==> config.mk <==
export PLATFORM = sky130hd
export DESIGN_NAME = hs_pkt_tx
export DESIGN_NICKNAME = d
export VERILOG_FILES = /design/src/rtl/hs_pkt_tx.sv
export SDC_FILE = /design/constraint.sdc
export NUM_CORES = 1
export LEC_CHECK = 0
export ABC_CLOCK_PERIOD_IN_PS = 2000
export BUFFER_PORTS_ARGS = -buffer_cell sky130_fd_sc_hd__buf_4
export CORE_MARGIN = 3
export CORE_UTILIZATION = 48
export DETAILED_ROUTE_END_ITERATION = 10
export GPL_ROUTABILITY_DRIVEN = 0
export HOLD_SLACK_MARGIN = 0.08
export PLACE_DENSITY = 0.7
export SYNTH_ARGS = -nofsm -noshare
export SYNTH_HDL_FRONTEND = slang
export SYNTH_SLANG_ARGS = --single-unit
==> constraint.sdc <==
create_clock -name clk -period 2 [get_ports clk]
set_clock_uncertainty 0.05 [all_clocks]
set_input_delay 0.1 -clock clk [delete_from_list [all_inputs] [get_ports clk]]
set_output_delay 0.1 -clock clk [all_outputs]
set_load 0.02 [all_outputs]
==> src/rtl/hs_pkt_tx.sv <==
module hs_pkt_tx #(
  parameter int MAX_BYTES = 8,
  parameter int TIMEOUT   = 1024,
  localparam int NBW = $clog2(MAX_BYTES + 1)
) (
  input  logic                   clk,
  input  logic                   rst_n,
  input  logic                   start,
  input  logic [NBW-1:0]         nbytes,
  input  logic [8*MAX_BYTES-1:0] payload,
  input  logic                   dev_clk,
  input  logic                   line_data,
  output logic                   data_out,
  output logic                   data_oe,
  output logic                   ack_out,
  output logic                   busy,
  output logic                   done,
  output logic                   ok,
  output logic                   flushed,
  output logic                   timed_out
);
  localparam int NBITS = 8 * MAX_BYTES;
  localparam int BW    = $clog2(NBITS);
  localparam int BYW   = $clog2(MAX_BYTES);
  localparam int TW    = $clog2(TIMEOUT + 1);

  typedef enum logic [2:0] {S_IDLE, S_RTS, S_SYNC, S_SHIFT, S_PAR, S_STOP, S_CHK} st_t;

  st_t              st;
  logic [NBITS-1:0] pl;
  logic [BW-1:0]    idx;
  logic [BYW-1:0]   nbm1;
  logic             par;
  logic [TW-1:0]    tmo;

  wire accept  = (st == S_IDLE) && start && (nbytes != '0) && (nbytes <= NBW'(MAX_BYTES));
  wire waiting = (st != S_IDLE) && (st != S_CHK);
  wire advance = waiting && (dev_clk != ack_out);
  wire expire  = waiting && !advance && (tmo == TW'(TIMEOUT - 1));
  wire last    = (idx[BW-1:3] == nbm1) && (idx[2:0] == 3'b111);

  assign busy = (st != S_IDLE);

  always_ff @(posedge clk or negedge rst_n) begin
    if (!rst_n) begin
      st <= S_IDLE;
      pl <= '0;
      idx <= '0;
      nbm1 <= '0;
      par <= 1'b0;
      tmo <= '0;
      data_out <= 1'b1;
      data_oe <= 1'b0;
      ack_out <= 1'b1;
      done <= 1'b0;
      ok <= 1'b0;
      flushed <= 1'b0;
      timed_out <= 1'b0;
    end else begin
      done <= 1'b0;
      ok <= 1'b0;
      flushed <= 1'b0;
      timed_out <= 1'b0;
      tmo <= (advance || !waiting) ? '0 : tmo + TW'(1);
      if (expire) begin
        st <= S_IDLE;
        data_oe <= 1'b0;
        data_out <= 1'b1;
        ack_out <= 1'b1;
        done <= 1'b1;
        timed_out <= 1'b1;
      end else begin
        case (st)
          S_IDLE: if (accept) begin
            pl <= payload;
            nbm1 <= BYW'(nbytes - NBW'(1));
            data_out <= 1'b0;
            data_oe <= 1'b1;
            st <= S_RTS;
          end
          S_RTS: if (advance) begin
            ack_out <= 1'b0;
            st <= S_SYNC;
          end
          S_SYNC: if (advance) begin
            data_out <= pl[0];
            par <= pl[0];
            idx <= '0;
            ack_out <= 1'b1;
            st <= S_SHIFT;
          end
          S_SHIFT: if (advance) begin
            ack_out <= ~ack_out;
            if (last) begin
              data_out <= par;
              st <= S_PAR;
            end else begin
              data_out <= pl[1];
              par <= par ^ pl[1];
              pl <= pl >> 1;
              idx <= idx + BW'(1);
            end
          end
          S_PAR: if (advance) begin
            data_out <= 1'b1;
            ack_out <= 1'b0;
            st <= S_STOP;
          end
          S_STOP: if (advance) begin
            data_oe <= 1'b0;
            st <= S_CHK;
          end
          S_CHK: begin
            done <= 1'b1;
            ack_out <= 1'b1;
            ok <= line_data;
            flushed <= !line_data;
            st <= S_IDLE;
          end
          default: st <= S_IDLE;
        endcase
      end
    end
  end
endmodule


==> impl_metrics.tcl <==
set metrics [dict create \
    yosysWarnings 0 \
    worstRegToRegCells 7 \
    io_buffers 80 \
    post-route-period-util 0.933 \
    postRouteAntennaNets 0 \
    r2r_start "idx[0]" \
    ir_drop_v 0.000774 \
    syn_inst 449 \
    overflow 0 \
    hpwl_mm 6.22 \
    async_reset_ff_frac 1.00 \
    core_area_um2 8930 \
    slew_headroom 0.684 \
    antenna_found_initial 0 \
    cts_tree "yes" \
    grtUsageTotal 0.198 \
    fin_nets 677 \
    p_switching_mw 2.92 \
    htree_levels 3 \
    cts_buffers 9 \
    holdCritPathClass "in -> async" \
    pwr-share-seq 0.395 \
    required_ns 2.19 \
    cp_slowest_cell "dfrtp_1" \
    grt_pass1_wl_mm 16.5 \
    synth_top_area_cell "dfrtp_1" \
    synth_area_um2 4530 \
    cts-root-buf "clkbuf_8" \
    clockBufferDepth 2 \
    syn_nets 526 \
    synth_area_leaders "dfrtp_1 51%, mux2i_1 15%, o21ai_1 7.4%" \
    drc 0 \
    crit_end "pl[61]" \
    crit_type "reg -> reg" \
    regArea_um2 2380 \
    r2r_slack_ns 0.13 \
    diodes 0 \
    status "finished, final reports clean" \
    ios 81 \
    synth_top_family_by_area "multiplexers" \
    regToRegEndpoint "pl[61]" \
    wl_per_cell_um 14.5 \
    arrival_ns 2.06 \
    crit_start "idx[0]" \
    cpMostUsedCell "ha_1" \
    path_cells "ha_1 -> ha_1 -> nand4_1 -> a22oi_2 -> buf_4 -> buf_12 -> o21ai_1" \
    end_kind "register" \
    synth-simple-area-share 0.126 \
    p_per_area_nw_per_um2 1260 \
    worstSkewPairLatency_ns 0.36 \
    vias_per_cell 5.23 \
    yosysSeqAreaShare 0.525 \
    swShare 0.370 \
    synth-edff-count 0 \
    fin_crit_ns 1.87 \
    synth.top_cell.area_share 0.513 \
    critPathLaunchType "register" \
    hold_viol 0 \
    synth_area_per_cell_um2 10.1 \
    power.total_mw 7.88 \
    grt_pass1_vias 3629 \
    setup_viol 0 \
    yosysMostFrequentCell "dfrtp_1" \
    grt_max_degree 129 \
    worst-path-max-fanout 64 \
    dr.first_iter.drc_count 164 \
    rows 34 \
    synth.distinct_cells 42 \
    maxCapViolations 0 \
    p_clk_frac 0.188 \
    cts.sinks 95 \
    die_area_um2 10600 \
    drv_slew 0 \
    cpPeakStageDelay_ns 0.39 \
    synthTopCellsByCount "93 x dfrtp_1, 84 x nand2_1, 67 x o21ai_1, 66 x mux2i_1, 17 x buf_2" \
    n_fill_cell 693 \
    hold_ws_ns 0.108 \
    die_h_um 103 \
    vias 3730 \
    synthMuxAreaShare 0.148 \
    area_growth_pct 38.1 \
    p_int_mw 4.97 \
    drive_gt1_frac 0.200 \
    synth-main-ff-cell "dfrtp_1" \
    clkTransAtPathRegs_ns 0.10 \
    synth_xor_area_frac 0.0232 \
    synth-compound-area-share 0.129 \
    drt-pass1-iter-count 4 \
    synthAdderAreaFrac 0.0110 \
    die_w_um 103 \
    initial_core_util 0.507 \
    multi_input_area_um2 2000 \
    worst_pin_slew_ns 0.474 \
    fmax_mhz 536 \
    comb_power_share 0.418 \
    ys_ff_latch 95 \
    leakage_nw 3.11 \
    wl_mm 10.3 \
]
## area by class of cell
cell class / count / area share
Sequential cell: 95 / 0.380
Tap cell: 108 / 0.0216
Clock inverter: 5 / 0.0140
Timing Repair Buffer: 166 / 0.237
Inverter: 6 / 0.00360
Multi-Input combinational cell: 322 / 0.319
Clock buffer: 11 / 0.0242
## worst min-delay path by stage
stage	start	end	slack [ns]	cells past startpoint
2_1_floorplan	rst_n	data_oe	-0.25	0
3_3_place_gp	rst_n	flushed	-0.05	1
3_5_place_dp	rst_n	ok	-0.04	1
4_1_cts	rst_n	timed_out	0.1	2
5_1_grt	rst_n	timed_out	0.12	2
6_report	rst_n	timed_out	0.11	2
## power groups by stage
| stage | clock (mW) | sequential, mW | combinational (mW) |
|---|---|---|---|
| 2_1_floorplan | 0 | 3.03 | 2.43 |
| 3_3_place_gp | 0 | 3.12 | 2.94 |
| 3_5_place_dp | 0 | 3.14 | 3.04 |
| 4_1_cts | 1.52 | 3.11 | 3.15 |
| 5_1_grt | 1.59 | 3.21 | 3.70 |
| 6_report | 1.48 | 3.11 | 3.29 |
## cells by family after synthesis
group | Yosys count
flip-flops | 95
buffers and inverters | 32
XOR/XNOR | 12
adder cells (fa/ha/maj) | 4
AO/OA/AOI/OAI | 108
AND/OR/NAND/NOR | 131
multiplexers | 67
## placed cells by master, fill, tap and decap left out, drive strengths merged, types with 2 or more instances in the layout
| master | n |
|---|---|
| nand3 | 4 |
| ha | 4 |
| a21o | 2 |
| a31oi | 3 |
| dfstp | 2 |
| and3 | 2 |
| nand4 | 5 |
| clkbuf | 12 |
| nand2b | 4 |
| a22oi | 2 |
| dlygate4sd3 | 70 |
| dfrtp | 93 |
| nor3 | 4 |
| xnor2 | 6 |
| nor2 | 16 |
| bufinv | 2 |
| o21ai | 82 |
| xor2 | 6 |
| inv | 8 |
| buf | 95 |
| nand2 | 84 |
| or3 | 4 |
| mux2i | 66 |
| nor2b | 2 |
| nor3b | 3 |
| a21oi | 10 |
## through the flow
stage	cells	TNS (ns)	utilization	setup WS [ns]	area, µm²
after floorplan	449	0	-	0.228	4530
after global placement	623	0	0.588	0.0997	5260
after detailed placement	623	0	0.588	0.0637	5260
after CTS	709	0	0.694	0.0463	6200
after global routing	713	-0.208	0.701	-0.0201	6260
final	713	0	0.701	0.134	6260
## layer usage
layer  vias to the layer above  wire length, µm  global-route usage
met5                         -                0                   0
met4                         0              236              0.0926
met3                        17              354              0.0315
met2                        81             5070               0.324
met1                      1769             4680               0.260
li1                       1863                -                   -
## worst max-delay path, delay by kind of cell (launching register included)
family,cells,cell delay [ns]
and+or+nand+nor,1,0.19
AOI/OAI and AO/OA,2,0.35
buffers and inverters,2,0.41
DFF,1,0.39
adders and majority gates,2,0.35
## timing repair
action,CTS,global route
hold endpoints to repair,165,0
resized for setup,0,7
setup buffers,0,2
hold buffers,70,0
setup endpoints to repair,0,67
## sequential cells by signal, indices dropped and copies added, names as in the netlist
name	flops
pl	64
tmo	11
idx	6
nbm1	3
st	3
ack_out	1
data_oe	1
data_out	1
done	1
flushed	1
ok	1
par	1
timed_out	1
Power figures use the tool's default switching activity.
